[src/rtl/pgate_pkg.sv]
package pgate_pkg;
   localparam int NSTAGE = 5;
   typedef logic [2:0] stage_t;
   localparam stage_t STG_WARM = 3'd0;
   localparam stage_t STG_COLD = 3'd4;
   typedef enum logic [2:0] {
      MODE_NAT  = 3'd0,
      MODE_LOCK = 3'd1,
      MODE_WARM = 3'd2,
      MODE_COLD = 3'd3,
      MODE_FLAT = 3'd4
   } pg_mode_e;
endpackage

[src/rtl/pgate_stage_map.sv]
module pgate_stage_map
   import pgate_pkg::*;
#(
   parameter int CNT_W = 20,
   parameter int unsigned THR [NSTAGE-1] = '{1000, 10000, 100000, 1000000}
) (
   input  logic [CNT_W-1:0] idle_cnt,
   output stage_t           nat_stage
);
   logic [NSTAGE-2:0] hit;

   for (genvar i = 0; i < NSTAGE-1; i++) begin : g_cmp
      localparam logic [CNT_W-1:0] LIMIT = CNT_W'(THR[i]);
      assign hit[i] = (idle_cnt >= LIMIT);
   end

   always_comb begin
      nat_stage = stage_t'($countones(hit));
   end
endmodule

[src/rtl/pgate_policy.sv]
module pgate_policy
   import pgate_pkg::*;
#(
   parameter int LAT_W = 16,
   parameter int unsigned LAT [NSTAGE] = '{50, 600, 6000, 9000, 20000}
) (
   input  logic [2:0]       mode_i,
   input  logic [2:0]       lock_stage_i,
   input  stage_t           nat_stage,
   output stage_t           eff_stage,
   output logic [LAT_W-1:0] lat,
   output logic [2:0]       pwr_lvl
);
   always_comb begin
      case (mode_i)
         MODE_LOCK: eff_stage = (lock_stage_i > STG_COLD) ? STG_COLD : lock_stage_i;
         MODE_WARM: eff_stage = STG_WARM;
         MODE_COLD: eff_stage = STG_COLD;
         default:   eff_stage = nat_stage;
      endcase
   end

   always_comb begin
      lat = LAT_W'(LAT[NSTAGE-1]);
      if (mode_i != MODE_FLAT) begin
         for (int i = 0; i < NSTAGE; i++) begin
            if (eff_stage == stage_t'(i)) lat = LAT_W'(LAT[i]);
         end
      end
   end

   assign pwr_lvl = STG_COLD - eff_stage;
endmodule

[src/rtl/pgate_wake_timer.sv]
module pgate_wake_timer #(
   parameter int LAT_W = 16
) (
   input  logic             clk,
   input  logic             rst_n,
   input  logic             start,
   input  logic [LAT_W-1:0] lat,
   output logic             busy,
   output logic             done
);
   logic [LAT_W-1:0] remain;

   always_ff @(posedge clk) begin
      if (!rst_n)              remain <= '0;
      else if (start)          remain <= lat;
      else if (remain != '0)   remain <= remain - 1'b1;
   end

   assign busy = (remain != '0);
   assign done = (remain == LAT_W'(1));
endmodule

[src/rtl/pgate_ctrl.sv]
module pgate_ctrl
   import pgate_pkg::*;
#(
   parameter int unsigned TH1  = 1000,
   parameter int unsigned TH2  = 10000,
   parameter int unsigned TH3  = 100000,
   parameter int unsigned TH4  = 1000000,
   parameter int unsigned LAT0 = 50,
   parameter int unsigned LAT1 = 600,
   parameter int unsigned LAT2 = 6000,
   parameter int unsigned LAT3 = 9000,
   parameter int unsigned LAT4 = 20000,
   parameter int LAT_W = 16
) (
   input  logic       clk,
   input  logic       rst_n,
   input  logic       op_req,
   output logic       op_gnt,
   input  logic       release_i,
   input  logic [2:0] mode_i,
   input  logic [2:0] lock_stage_i,
   output logic [2:0] stage_o,
   output logic [2:0] pwr_lvl_o
);
   localparam int CNT_W = $clog2(TH4 + 1);
   localparam logic [CNT_W-1:0] CAP = CNT_W'(TH4);
   localparam int unsigned THR [NSTAGE-1] = '{TH1, TH2, TH3, TH4};
   localparam int unsigned LATS [NSTAGE]  = '{LAT0, LAT1, LAT2, LAT3, LAT4};

   if (!(TH1 > 0 && TH1 < TH2 && TH2 < TH3 && TH3 < TH4)) begin : g_bad_thr
      $error("pgate_ctrl: thresholds must be nonzero and strictly increasing");
   end
   for (genvar k = 0; k < NSTAGE; k++) begin : g_lat_chk
      if (LATS[k] < 1 || LATS[k] >= (64'd1 << LAT_W)) begin : g_bad_lat
         $error("pgate_ctrl: stage latency out of range for LAT_W");
      end
   end

   logic [CNT_W-1:0] idle_cnt;
   logic             rel_pend;
   logic             busy, done, accept;
   stage_t           nat_stage, eff_stage;
   logic [LAT_W-1:0] lat;
   logic [2:0]       pwr_lvl;

   pgate_stage_map #(.CNT_W(CNT_W), .THR(THR)) u_map (
      .idle_cnt (idle_cnt),
      .nat_stage(nat_stage)
   );

   pgate_policy #(.LAT_W(LAT_W), .LAT(LATS)) u_pol (
      .mode_i      (mode_i),
      .lock_stage_i(lock_stage_i),
      .nat_stage   (nat_stage),
      .eff_stage   (eff_stage),
      .lat         (lat),
      .pwr_lvl     (pwr_lvl)
   );

   assign accept = op_req && !busy && !op_gnt;

   pgate_wake_timer #(.LAT_W(LAT_W)) u_tmr (
      .clk  (clk),
      .rst_n(rst_n),
      .start(accept),
      .lat  (lat),
      .busy (busy),
      .done (done)
   );

   always_ff @(posedge clk) begin
      if (!rst_n) begin
         idle_cnt <= CAP;
         op_gnt   <= 1'b0;
         rel_pend <= 1'b0;
      end else begin
         op_gnt <= done;
         if (done) begin
            idle_cnt <= (rel_pend || release_i) ? CAP : '0;
            rel_pend <= 1'b0;
         end else if (busy || accept) begin
            if (release_i) rel_pend <= 1'b1;
         end else if (release_i || idle_cnt == CAP) begin
            idle_cnt <= CAP;
         end else begin
            idle_cnt <= idle_cnt + 1'b1;
         end
      end
   end

   assign stage_o   = eff_stage;
   assign pwr_lvl_o = pwr_lvl;
endmodule

[config.mk]
export PLATFORM = sky130hd
export DESIGN_NAME = pgate_ctrl
export DESIGN_NICKNAME = d
export VERILOG_FILES = /design/src/rtl/pgate_pkg.sv /design/src/rtl/pgate_stage_map.sv /design/src/rtl/pgate_policy.sv /design/src/rtl/pgate_wake_timer.sv /design/src/rtl/pgate_ctrl.sv
export SDC_FILE = /design/constraint.sdc
export NUM_CORES = 1
export LEC_CHECK = 0
export BUFFER_PORTS_ARGS = -buffer_cell sky130_fd_sc_hd__buf_2
export CAP_MARGIN = 25
export CORE_ASPECT_RATIO = 0.8
export CORE_UTILIZATION = 40
export CTS_BUF_LIST = sky130_fd_sc_hd__clkbuf_4 sky130_fd_sc_hd__clkbuf_8
export DETAILED_ROUTE_END_ITERATION = 8
export PLACE_DENSITY = 0.53
export SLEW_MARGIN = 20
export SYNTH_ARGS = -nofsm -noshare
export SYNTH_HDL_FRONTEND = slang
export SYNTH_SLANG_ARGS = --single-unit
[constraint.sdc]
create_clock -name clk -period 7.5 [get_ports clk]
set_clock_uncertainty 0.2 [all_clocks]
set_input_delay 0.375 -clock clk [delete_from_list [all_inputs] [get_ports clk]]
set_output_delay 0.375 -clock clk [all_outputs]
set_load 0.01 [all_outputs]
# Yosys cells after proc, flatten, opt, wreduce, memory -nomap -nowiden
# Index checks and enable logic that the tools add are counted.
[classes]
muxes = 14
bitwise_logic = 1
mul = 0
addsub = 6
eq_ne = 11
n_shift = 0
n_lt_le_gt_ge = 5
div_mod_pow = 0
reduce_logical = 12
[op_table]
columns = ["cell", "n"]
rows = [
  ["20-bit two-way mux", 4],
  ["15-bit two-way mux", 5],
  ["16-bit two-way mux", 3],
  ["20-bit by 1-bit adder with 20-bit output, second input constant", 1],
  ["20-bit equality test, second input constant", 1],
  ["20-bit by 10-bit >= comparator with 1-bit output, second input constant", 1],
  ["20-bit by 14-bit >= comparator with 1-bit output, second input constant", 1],
  ["20-bit by 17-bit >= comparator with 1-bit output, second input constant", 1],
  ["20-bit >= comparator, second input constant", 1],
  ["16-bit by 1-bit equality test with 1-bit output, second input constant", 1],
  ["16-bit nonzero test", 1],
  ["16-bit by 1-bit subtractor with 16-bit output, second input constant", 1],
  ["3-bit by 2-bit equality test with 1-bit output, second input constant", 4],
  ["3-bit case mux with 3 select lines", 1],
  ["3-bit by 1-bit equality test with 1-bit output, second input constant", 2],
  ["1-bit by 1-bit adder with 2-bit output", 2],
  ["3-bit adder", 1],
  ["3-bit equality test, second input constant", 1],
  ["3-bit greater-than comparator, second input constant", 1],
  ["3-bit logical NOT", 1],
  ["1-bit logical OR", 3],
  ["3-bit two-way mux", 1],
  ["3-bit != test, second input constant", 1],
  ["3-bit subtractor, first input constant", 1],
  ["7 further kinds", 9],
]
[word_totals]
mem_count = 0
mem_bits_ro = 0
elab_cells = 53
out_inout_bits = 7
latchBits = 0
ram_bits = 0
register_bits = 38
inputBits = 10

# Longest topological paths before layout
# Gate-level depths: netlist of run 1.
[logic_depth]
depth_word = 12
ltp_mapped = 18
depth_no_buf = 17

# Modules after synthesis
# A second synthesis of run 1 with hierarchy kept.
[hier_totals]
hier_cells = 384
hier_area_um2 = 2959.1
[modules_own_cells]
columns = ["module", "cells_each", "seq_area_each_um2", "area_per_inst_um2", "n_inst"]
rows = [
  ["pgate_ctrl", 178, 440.4, 1366.3, 1],
  ["pgate_wake_timer", 112, 320.3, 924.6, 1],
  ["pgate_policy", 58, 0.0, 420.4, 1],
  ["pgate_stage_map", 36, 0.0, 247.7, 1],
]

# Worst setup path before layout of run 1
# No wires, ideal clock.
[synth_path]
path_type = "register to register"
start = "reg idle_cnt[11]"
end = "reg u_tmr.remain[12]"
t_arrival_ps = 4160
slack_ps = 3070
period_less_slack_ps = 4430
n_path_buf = 1
path_stages_with_launch = 18
setup_ps = 70
path_cell_list = "dfxtp_1 -> clkbuf_1 -> nor4_1 -> nor2b_1 -> a211oi_1 -> ha_1 -> ha_1 -> fa_1 -> nor2b_1 -> a31oi_1 -> o21ai_0 -> inv_1 -> ha_1 -> ha_1 -> a211oi_1 -> o2111ai_2 -> or3_1 -> a21oi_1"
[synth_between]
elab_chain_cells = 11
elab_cells_between_ends = 18
cone_classes = "3 x add/sub; 4 x order compare; 4 x eq/ne; 7 x mux"
[synth_lines]
columns = ["element", "line_no", "rtl"]
rows = [
  ["start, declared", "pgate_ctrl.sv:39", "logic [CNT_W-1:0] idle_cnt;"],
  ["start signal, assigned", "pgate_ctrl.sv:79", "idle_cnt <= (rel_pend || release_i) ? CAP : '0;"],
  ["start signal, assigned", "pgate_ctrl.sv:86", "idle_cnt <= idle_cnt + 1'b1;"],
  ["20-bit by 10-bit >= comparator with 1-bit output, or another cell as far along", "pgate_stage_map.sv:14", "assign hit[i] = (idle_cnt >= LIMIT);"],
  ["1-bit by 1-bit adder with 2-bit output (not written as such)", "pgate_stage_map.sv:18", "nat_stage = stage_t'($countones(hit));"],
  ["3-bit adder (not written as such) (*)", "pgate_stage_map.sv:18", ""],
  ["3-bit case mux with 3 select lines (*)", "pgate_policy.sv:15", "case (mode_i)"],
  ["named net stage_o[1]", "pgate_ctrl.sv:22", "output logic [2:0] stage_o,"],
  ["3-bit by 1-bit equality test with 1-bit output", "pgate_policy.sv:27", "if (eff_stage == stage_t'(i)) lat = LAT_W'(LAT[i]);"],
  ["15-bit two-way mux (3 in series)", "pgate_policy.sv:27", ""],
  ["15-bit two-way mux (*)", "pgate_policy.sv:27", ""],
  ["16-bit two-way mux (*)", "pgate_policy.sv:25", "if (mode_i != MODE_FLAT) begin"],
  ["16-bit two-way mux (*)", "pgate_wake_timer.sv:15", "else if (start) remain <= lat;"],
  ["end signal, assigned", "pgate_wake_timer.sv:15", ""],
  ["end signal, assigned", "pgate_wake_timer.sv:16", "else if (remain != '0) remain <= remain - 1'b1;"],
  ["end, declared", "pgate_wake_timer.sv:11", "logic [LAT_W-1:0] remain;"],
]
# The timed path passes the listed nets; every way through them passes the cells marked *.
# A chain may end at the register's enable or synchronous reset.

# Worst setup path in the final report of run 1
[layout_path]
start = "reg idle_cnt[10]"
end = "reg u_tmr.remain[12]"
[layout_between]
elab_chain_cells = 11
elab_cells_between_ends = 18
cone_classes = "3 x add/sub; 4 x order compare; 4 x eq/ne; 7 x mux"
[layout_lines]
columns = ["element", "line_no"]
rows = [
  ["20-bit by 10-bit >= comparator with 1-bit output, or another cell as far along", "pgate_stage_map.sv:14"],
  ["1-bit by 1-bit adder with 2-bit output (not written as such)", "pgate_stage_map.sv:18"],
  ["3-bit adder (not written as such) (*)", "pgate_stage_map.sv:18"],
  ["3-bit case mux with 3 select lines (*)", "pgate_policy.sv:15"],
  ["3-bit by 1-bit equality test with 1-bit output", "pgate_policy.sv:27"],
  ["15-bit two-way mux (3 in series)", "pgate_policy.sv:27"],
  ["15-bit two-way mux (*)", "pgate_policy.sv:27"],
  ["16-bit two-way mux (*)", "pgate_policy.sv:25"],
  ["16-bit two-way mux (*)", "pgate_wake_timer.sv:15"],
]
# Every way passes the cells marked *; elsewhere a longest branch is shown, timed or not.

==> results.tsv, run 1 <==
metric	value	unit
status	completed	
worst IR drop on VDD	0.188	mV
WP data required	7.52	ns
drt via density	6.21	
yosys warns	0	
n_diodes	0	
Max Cap Violations	0	
final worst path period share	64.1	%
setup tns final	0	ns
Post-DRT Antenna Nets	0	
worst r2r dst	u_tmr.remain[12]	
FF-to-FF path depth	16	
Fin. Hold Viols	0	
r2r setup slk	2.70	ns
DR iter-0 viols	281	
crit path cell chain	nor4_1, nor2b_1, a211oi_1, ha_1, ha_1, fa_1, nor2b_1, a31oi_1, o21ai_0, inv_1, ha_1, ha_1, a211oi_1, o2111ai_2, or3_1, a21oi_1	
count leader, synth	dfxtp_1	
hpwl dp	6040	µm
Area contributors post-synth	dfxtp_1, ha_1, nor4_1	
complex-gate fraction of the synthesized area	20.4	%
RSZ-0062 raised after global routing	no	
Post-Synth Adder-Cell Area	6.56	%
fin crit period	4.80	ns
startpoint types	register	
clock-pin slew on the worst setup and hold paths	0.08	ns
global-route usage over all layers	24.1	%
drt total wl	8210	µm
Seq cells post-synth	38	
initial antenna violation count	0	
clk sinks	38	
cts bufs inserted	5	
leak pwr	1.06	nW
sequential cell area fraction in the yosys report	27.3	%
Post-layout nets	388	
# IOs	17	
clock latency on the worst-skew pair	0.29	ns
CP Class	reg2reg	
drc violations	0	
max-slew violations	0	
Power Density	341	nW/µm²
Distinct cells, synth	56	
Yosys top cell by area	dfxtp_1	
vias in the first global route	2480	
pin count of the biggest net entering global routing	20	
crit path capture	u_tmr.remain[12]	
Chip Width	95.3	µm
CTS Buffer Depth	2	
post-synthesis simple-gate area fraction	34.3	%
measured slew at the worst slew-check pin	1.03	ns
Max-Slew Margin vs Limit	31.2	%
final setup vio count	0	
Post-synth EDFFs	0	
top-area cell type share of the netlist area	27.3	%
WL/cell	18.3	µm
multi-input logic area	1880	µm²
final design area excluding fillers	2990	µm²
Sequential Area	761	µm²
DRT Pass-1 Iters	5	
Avg Cell Area, Syn	7.75	µm²
die height	76.6	µm
Post-CTS Hold Buffers	0	
top_reg_cell synth	dfxtp_1	
Post-CTS Setup Bufs	0	
Critical Path Start	idle_cnt[10]	
Row Count	26	
Crit path max-delay family	adder cells	
# resized after CTS	0	
CP arrival	4.82	ns
Worst Path Max Fanout	6	
nature of the critical path endpoint	register	
multiplexer area fraction after synthesis	0.719	%
area of the die	7300	µm²
layout cells sized above 1	10.7	%
asr flop ratio synth	0	%
routability cong.	0.879	
global-route wire length before repair	13500	µm
most used cell, CP	ha_1	
Initial Util	42.6	%
Mapped Area	2780	µm²
Post-Synthesis Cells	359	
stages on the worst setup path	16	
final instance count without filler cells	449	
Core ar.	6540	µm²
list of most frequent post-synthesis cells	dfxtp_1, nand2_1, nor2_1	
CTS root buffer	clkbuf_8	
FF-to-FF Start	idle_cnt[10]	
placed insts	440	
Slowest Stage Delay on Critical Path	0.51	ns
WP buf/inv	1	
Layout fillers	673	
Tot Pwr	1.02	mW
hold crit path type	in2reg	
worst hold slack	0.256	ns
Critical-path top delay cell	fa_1	
via count	2788	
xor/xnor share of the synthesized area	5.35	%
gr ovfl total	0	
PortBufs	16	
main combinational cell family by area after synthesis	simple AND/OR/NAND/NOR gates	
CTS tree	yes	
Area after DPL	2890	µm²
H-tree depth	2	
Syn Nets	383	
Area Overhead vs Synth	7.33	%
Max Fclk	0.208	GHz
[worst min-delay path by stage]
stage                        start           end  slack, ns  depth (start not counted)
final                        rst_n  idle_cnt[16]       0.26                          2
after global routing         rst_n  idle_cnt[16]       0.25                          2
after CTS                    rst_n   idle_cnt[6]       0.24                          2
after detailed placement  rel_pend      rel_pend       0.27                          2
after global placement    rel_pend      rel_pend       0.26                          2
after floorplan           rel_pend      rel_pend       0.24                          2
[layout by cell type, fill, tap and decap left out, types with 4 or more instances in the layout]
| master | count |
|---|---|
| or3_1 | 5 |
| nor2_1 | 27 |
| o21ai_0 | 14 |
| and3_1 | 5 |
| nor2b_1 | 7 |
| clkbuf_8 | 6 |
| a211oi_1 | 5 |
| o31ai_1 | 7 |
| nand2b_1 | 5 |
| nand3_1 | 12 |
| buf_2 | 16 |
| nand4_1 | 15 |
| nor4_1 | 21 |
| ha_1 | 13 |
| a31oi_1 | 6 |
| xnor2_1 | 13 |
| a21oi_1 | 13 |
| nor3_1 | 26 |
| nand2_1 | 29 |
| dfxtp_1 | 38 |
| inv_1 | 16 |
| xor2_1 | 4 |
| or2_2 | 6 |
| and2_1 | 4 |
| a32oi_1 | 6 |
| a2111oi_0 | 5 |
[through the flow]
| stage | utilization, % | setup slack, ns |
|---|---|---|
| final | 45.7 | 2.70 |
| after global routing | 45.7 | 2.27 |
| after CTS | 45.6 | 2.77 |
| after detailed placement | 44.1 | 2.82 |
| after global placement | 44.1 | 2.82 |
| after floorplan | - | 3.07 |
[layer usage]
| metal | vias to the layer above | GRT usage, % | wire length [µm] |
|---|---|---|---|
| li1 | 1354 | - | - |
| met1 | 1289 | 38.6 | 4280 |
| met2 | 135 | 29.9 | 3070 |
| met3 | 10 | 7.49 | 799 |
| met4 | 0 | 5.45 | 59 |
| met5 | - | 0 | 0 |
[power by group]
part	total, mW	leakage, nW	internal [mW]	switching, mW
logic	0.576	0.703	0.212	0.364
clock network	0.158	0.0517	0.0780	0.0796
registers	0.285	0.310	0.235	0.0506
[worst reg2reg max path: cells and delay by family, from the launching register on]
family,cells,cell delay (ns)
adder cells (fa/ha/maj),5,1.44
flip-flops,1,0.37
AND/OR/NAND/NOR,4,1.28
AO/OA/AOI/OAI,6,1.32
buffers and inverters,1,0.13
[flip-flops by register name, indices dropped and copies added (netlist names)]
register and flops:
op_gnt 1, idle_cnt 20, u_tmr.remain 16, rel_pend 1
[final cells by class]
class / instances / area share [%]
multi-input cells: 285 / 62.8
flip-flops and latches: 38 / 25.5
well taps: 84 / 3.52
clock buffers: 7 / 3.02
repair buffers: 17 / 2.93
inverters: 17 / 2.14
clock inverters: 1 / 0.168
[kinds of logic after synthesis]
| kind of cell | after synthesis |
|---|---|
| and+or+nand+nor | 174 |
| AOI/OAI and AO/OA | 78 |
| DFF | 38 |
| buffers and inverters | 36 |
| xor gates and xnor gates | 17 |
| adders and majority gates | 14 |
| muxes | 2 |
Note: power is estimated with default switching activity, not from simulation.
==> run 2, diff against run 1 <==
--- a/config.mk
+++ b/config.mk
@@ -5,13 +5,14 @@
 export SDC_FILE = /design/constraint.sdc
 export NUM_CORES = 1
 export LEC_CHECK = 0
+export ABC_AREA = 1
 export BUFFER_PORTS_ARGS = -buffer_cell sky130_fd_sc_hd__buf_2
 export CAP_MARGIN = 25
 export CORE_ASPECT_RATIO = 0.8
 export CORE_UTILIZATION = 40
 export CTS_BUF_LIST = sky130_fd_sc_hd__clkbuf_4 sky130_fd_sc_hd__clkbuf_8
 export DETAILED_ROUTE_END_ITERATION = 8
-export PLACE_DENSITY = 0.53
+export PLACE_DENSITY = 0.55
 export SLEW_MARGIN = 20
 export SYNTH_ARGS = -nofsm -noshare
 export SYNTH_HDL_FRONTEND = slang
==> constraint.sdc (replaced) <==
create_clock -name clk -period 4.2 [get_ports clk]
set_clock_uncertainty 0.2 [all_clocks]
set_input_delay 0.21 -clock clk [delete_from_list [all_inputs] [get_ports clk]]
set_output_delay 0.21 -clock clk [all_outputs]
set_load 0.01 [all_outputs]
==> results.tsv, run 2 <==
metric	value	unit	change
clk sinks	38		unchanged
Worst Path Max Fanout	5		-1
max-slew violations	0		unchanged
final worst path period share	89.4	%	+25 points
routability cong.	0.908		+3.2%
switching part of the total power	51.7	%	+3.2 points
most used cell, CP	inv_1		
nature of the critical path endpoint	register		
area of the die	7690	µm²	+5.3%
CP Class	reg2reg		
WP buf/inv	5		+4
RSZ-0062 raised after global routing	no		
internal power	1.22	mW	+130%
max reg flops	20		unchanged
Post-DRT Antenna Nets	0		unchanged
drt via density	5.04		-19%
Fin. Hold Viols	0		unchanged
Power Density	787	nW/µm²	+130%
Critical Path Start	idle_cnt[8]		
Post-synth EDFFs	0		unchanged
Sequential Area	761	µm²	unchanged
hold path depth	6		+4
Hold Path Origin	release_i		
drc violations	0		unchanged
largest registers	idle_cnt: 20 flops, u_tmr.remain: 16 flops		
Syn Nets	497		+30%
final setup vio count	0		unchanged
Max-Slew Margin vs Limit	70.4	%	+39 points
Initial Util	42.0	%	-0.58 points
commonest non-fill, non-tap cell in the layout	nand2_1		
yosys warns	0		unchanged
Tot Pwr	2.52	mW	+150%
global-route wire length before repair	13600	µm	+1.1%
multi-input logic area	1870	µm²	-0.40%
Max Fclk	0.266	GHz	+28%
Crit path max-delay family	adder cells		
fin crit period	3.75	ns	-1.05 ns
hold crit path type	in2reg		
Mapped Area	2940	µm²	+5.5%
Max Cap Violations	0		unchanged
hpwl dp	6260	µm	+3.7%
Core ar.	6990	µm²	+6.9%
Layout fillers	749		+11%
PortBufs	16		unchanged
via count	2916		+4.6%
leak pwr	1.64	nW	+54%
Chip Width	97.8	µm	+2.7%
Clk network pwr share	13.2	%	-2.3 points
vias in the first global route	2690		+8.5%
Avg Cell Area, Syn	6.21	µm²	-20%
CTS Buffer Depth	2		unchanged
Slowest Stage Delay on Critical Path	0.49	ns	-0.02 ns
register share of total power	21.6	%	-6.4 points
worst r2r dst	u_tmr.remain[1]		
CTS tree	yes		
FF-to-FF path depth	21		+5
WP data required	4.22	ns	-3.30 ns
crit path cell chain	nand2_1, inv_1, nand2_1, nand3_1, a41oi_1, o21bai_1, ha_1, ha_1, fa_1, inv_1, o21ai_1, inv_1, ha_1, ha_1, inv_1, nand2_1, inv_1, nand4_1, nor2_1, nand2_1, a21oi_1		
Post-CTS Setup Bufs	0		unchanged
# IOs	17		unchanged
Row Count	27		+3.8%
Distinct cells, synth	38		-32%
Sw Pwr	1.30	mW	+160%
CTS root buffer	clkbuf_8		
FF-to-FF Start	idle_cnt[8]		
most frequent cells in the layout	nand2_1, inv_1, nor2_1		
Area Overhead vs Synth	9.12	%	
r2r setup slk	0.45	ns	-2.25 ns
setup tns final	0	ns	unchanged
Top reg by flops	idle_cnt		
layout cells sized above 1	9.78	%	-0.91 points
status	completed		
die height	78.6	µm	+2.6%
Seq cells post-synth	38		unchanged
Gate power share	65.2	%	+8.7 points
clock latency on the worst-skew pair	0.30	ns	about the same
Post-Synthesis Cells	473		+32%
Critical-path top delay cell	fa_1		
global-route usage over all layers	22.3	%	-1.8 points
count leader, synth	nand2_1		
measured slew at the worst slew-check pin	0.445	ns	-0.587 ns
cts bufs inserted	5		unchanged
pin count of the biggest net entering global routing	22		+10%
worst IR drop on VDD	0.675	mV	+260%
sequential cell area fraction in the yosys report	25.9	%	-1.4 points
Hold Path Sink	idle_cnt[4]		
clock-pin slew on the worst setup and hold paths	0.08	ns	about the same
top-area cell type share of the netlist area	25.9	%	-1.4 points
drt total wl	7960	µm	-3.0%
gr ovfl total	0		unchanged
startpoint types	register		
asr flop ratio synth	0	%	unchanged
list of most frequent post-synthesis cells	nand2_1, inv_1, nor2_1		
DRT Pass-1 Iters	5		unchanged
top_reg_cell synth	dfxtp_1		
n_diodes	0		unchanged
Yosys top cell by area	dfxtp_1		
DR iter-0 viols	212		-25%
WL/cell	13.8	µm	-25%
initial antenna violation count	0		unchanged
Area contributors post-synth	dfxtp_1, nand2_1, inv_1		
H-tree depth	2		unchanged
CP arrival	3.77	ns	-1.05 ns
Post-layout nets	515		+33%
==> run 2: changes by cell type after synthesis, sizes merged, moves of 14 or more <==
cell and change:
nand3 +36, inv +52, nand2 +100, nor2 +48, nor4 -21, nor3 -14
==> run 2: power groups by stage <==
stage          Clock [mW]  Sequential, mW  Combinational [mW]
2_1_floorplan           0           0.519                1.29
3_3_place_gp            0           0.551                1.65
3_5_place_dp            0           0.552                1.64
4_1_cts             0.341           0.543                1.65
5_1_grt             0.350           0.558                1.88
6_report            0.332           0.546                1.64
==> run 2: how the worst max path moves through the flow <==
stage	to	slack [ns]	depth (start not counted)
after floorplan	u_tmr.remain[1]	0.39	21
after global placement	u_tmr.remain[1]	0.49	19
after detailed placement	u_tmr.remain[6]	0.39	21
after CTS	u_tmr.remain[1]	0.36	21
after global routing	u_tmr.remain[1]	0.03	21
final	u_tmr.remain[1]	0.45	21
==> run 2: worst min-delay path: stages <==
cell,delay [ns]
buf_2,0.10
inv_1,0.05
nand2_1,0.06
nor2_1,0.04
nand3_1,0.05
a21oi_1,0.05
==> run 2: per-layer routing <==
| layer | track usage, % | part of all wire, % | up-vias | wire length [µm] |
|---|---|---|---|---|
| li1 | - | - | 1555 | - |
| met1 | 34.8 | 57 | 1288 | 4560 |
| met2 | 30.6 | 37 | 68 | 2960 |
| met3 | 5.08 | 4.8 | 5 | 381 |
| met4 | 3.94 | 0.62 | 0 | 49 |
| met5 | 0 | 0 | - | 0 |
==> run 2: kinds of logic (layout without fill, tap and decap cells) <==
family	count (synthesis)	in the layout	synth area share, %
buf+inv	76	94	10.5
compound gates	54	54	10.3
fa+ha+maj	14	14	6.22
simple gates	279	279	43.5
flops	38	38	25.9
xor+xnor	12	12	3.58
==> run 2: cell type report <==
class	instances	area share, %
repair buffers	18	2.97
inverters	69	8.08
well taps	87	3.40
flip-flops and latches	38	23.7
clock buffers	6	2.58
clock inverters	1	0.937
multi-input cells	359	58.3
==> run 2: repair_timing <==
| action | CTS | global route |
|---|---|---|
| endpoints found under the setup margin | 0 | 3 |
| hold buffers | 0 | 0 |
| resized for setup | 0 | 1 |
==> run 2: metrics by stage <==
step | hold slack, ns | cell area, µm² | utilization [%] | std cells | setup slack (ns)
after detailed placement | 0.302 | 3090 | 44.2 | 571 | 0.387
after global routing | 0.149 | 3200 | 45.8 | 578 | 0.0270
after floorplan | 0.233 | 2940 | - | 473 | 0.385
final | 0.110 | 3200 | 45.8 | 578 | 0.446
after global placement | 0.296 | 3090 | 44.2 | 571 | 0.487
after CTS | 0.102 | 3200 | 45.8 | 578 | 0.358
==> run 3, diff against run 2 <==
--- a/config.mk
+++ b/config.mk
@@ -13,6 +13,7 @@
 export CTS_BUF_LIST = sky130_fd_sc_hd__clkbuf_4 sky130_fd_sc_hd__clkbuf_8
 export DETAILED_ROUTE_END_ITERATION = 8
 export PLACE_DENSITY = 0.55
+export REMOVE_ABC_BUFFERS = 1
 export SLEW_MARGIN = 20
 export SYNTH_ARGS = -nofsm -noshare
 export SYNTH_HDL_FRONTEND = slang
==> results.tsv, run 3 (same netlist as run 2, synthesis figures left out) <==
metric	value	unit	change
CP arrival	3.86	ns	+0.09 ns
area of the die	7690	µm²	unchanged
final worst path period share	91.4	%	+2.0 points
most frequent cells in the layout	nand2_1, inv_1, nor2_1		
Critical-path top delay cell	fa_1		
status	completed		
FF-to-FF Start	idle_cnt[11]		
commonest non-fill, non-tap cell in the layout	nand2_1		
Chip Width	97.8	µm	unchanged
nature of the critical path endpoint	register		
FF-to-FF path depth	19		-9.5%
global-route usage over all layers	22.9	%	+0.63 points
RSZ-0062 raised after global routing	no		
drt via density	5.28		+4.7%
worst IR drop on VDD	0.638	mV	-5.5%
CP Class	reg2reg		
crit path cell chain	nor2_1, inv_1, nor3_1, nand3_1, ha_1, ha_1, fa_1, inv_1, o21ai_0, inv_1, ha_1, ha_1, inv_1, nand2_1, inv_1, nand4_1, nor2_1, nand2_1, a21oi_1		
Post-DRT Antenna Nets	0		unchanged
Row Count	27		unchanged
initial antenna violation count	0		unchanged
CTS Buffer Depth	2		unchanged
startpoint types	register		
Post-layout nets	515		unchanged
most used cell, CP	inv_1		
WL/cell	14.1	µm	+2.8%
Slowest Stage Delay on Critical Path	0.49	ns	about the same
layout cells sized above 1	9.96	%	+0.18 points
Max Cap Violations	0		unchanged
WP data required	4.22	ns	about the same
DR iter-0 viols	284		+34%
Power Density	786	nW/µm²	about the same
pin count of the biggest net entering global routing	22		unchanged
Top reg by flops	idle_cnt		
Initial Util	42.0	%	unchanged
DRT Pass-1 Iters	6		+1
fin crit period	3.84	ns	+0.0845 ns
leak pwr	1.63	nW	-0.35%
r2r setup slk	0.36	ns	-0.08 ns
routability cong.	0.899		-0.95%
# IOs	17		unchanged
drt total wl	8190	µm	+2.9%
clock-pin slew on the worst setup and hold paths	0.08	ns	about the same
hold crit path type	in2reg		
CTS root buffer	clkbuf_8		
PortBufs	16		unchanged
Core ar.	6990	µm²	unchanged
Post-CTS Setup Bufs	0		unchanged
hold path depth	4		-2
Hold Path Sink	u_tmr.remain[8]		
die height	78.6	µm	unchanged
measured slew at the worst slew-check pin	0.488	ns	+0.0438 ns
vias in the first global route	2752		+2.3%
via count	3057		+4.8%
clock latency on the worst-skew pair	0.29	ns	about the same
Fin. Hold Viols	0		unchanged
drc violations	0		unchanged
max reg flops	20		unchanged
final setup vio count	0		unchanged
Area Overhead vs Synth	8.52	%	
CTS tree	yes		
H-tree depth	2		unchanged
max-slew violations	0		unchanged
cts bufs inserted	5		unchanged
worst r2r dst	u_tmr.remain[1]		
n_diodes	0		unchanged
setup tns final	0	ns	unchanged
gr ovfl total	0		unchanged
Post-Route Utilization	45.6	%	-0.25 points
clk sinks	38		unchanged
Hold Path Origin	mode_i[2]		
hpwl dp	6350	µm	+1.4%
Post-CTS Hold Buffers	0		unchanged
Worst Path Max Fanout	5		unchanged
global-route wire length before repair	13900	µm	+1.8%
# resized after CTS	0		unchanged
Max Fclk	0.261	GHz	-2.2%
Max-Slew Margin vs Limit	67.4	%	-2.9 points
largest registers	idle_cnt: 20 flops, u_tmr.remain: 16 flops		
==> run 3: cell types whose count changed in the layout (fill, tap and decap cells not counted) <==
cell and delta:
bufinv_16 -1, clkbuf_4 +1, clkinv_2 +1, o21ai_0 +1, o21ai_1 -1
==> run 3: per-stage QoR <==
step                worst slack (ns)  std cells  area (µm²)  power, mW  hold WS, ns
finish                         0.361        579        3190       2.51       0.0957
global route                  0.0223        579        3190       2.77        0.135
CTS                            0.377        579        3190       2.49        0.107
detailed placement             0.423        571        3090       2.21        0.304
global placement               0.480        571        3090       2.21        0.300
floorplan                      0.381        466        2890       1.75       0.0946
==> run 3: final cells by class <==
type / instances / area (µm²)
multi-input combinational: 359 / 1870
clock inverter: 1 / 5.00
timing repair buffer: 18 / 95.1
sequential: 38 / 761
clock buffer: 7 / 90.1
fill: 719 / 3810
tap: 87 / 109
inverter: 69 / 259
==> run 3: report_power, final <==
group	switching, mW	internal, mW
clock	0.137	0.139
combinational	1.09	0.587
sequential	0.110	0.442
total	1.34	1.17
==> run 3: metal layers <==
metal | GRT usage, % | vias up | part of all wire (%)
met3 | 4.10 | 9 | 7.3
met1 | 35.9 | 1387 | 54
li1 | - | 1554 | -
met5 | 0 | - | 0
met4 | 7.12 | 0 | 1.4
met2 | 30.7 | 107 | 37
==> run 3: worst max-delay path, delay by kind of cell, from the launching register on <==
family                   cells  cell delay [ns]
AND/OR/NAND/NOR              7             1.02
flip-flops                   1             0.35
adder cells (fa/ha/maj)      5             1.44
AO/OA/AOI/OAI                2             0.32
buffers and inverters        5             0.42
==> run 3: worst max-delay path by stage <==
stage	from	end	slack [ns]	cells after the start
global placement	idle_cnt[11]	u_tmr.remain[1]	0.48	19
global route	idle_cnt[19]	u_tmr.remain[1]	0.02	19
floorplan	idle_cnt[8]	u_tmr.remain[1]	0.38	21
CTS	idle_cnt[8]	u_tmr.remain[1]	0.38	21
detailed placement	idle_cnt[8]	u_tmr.remain[1]	0.42	21
finish	idle_cnt[11]	u_tmr.remain[1]	0.36	19
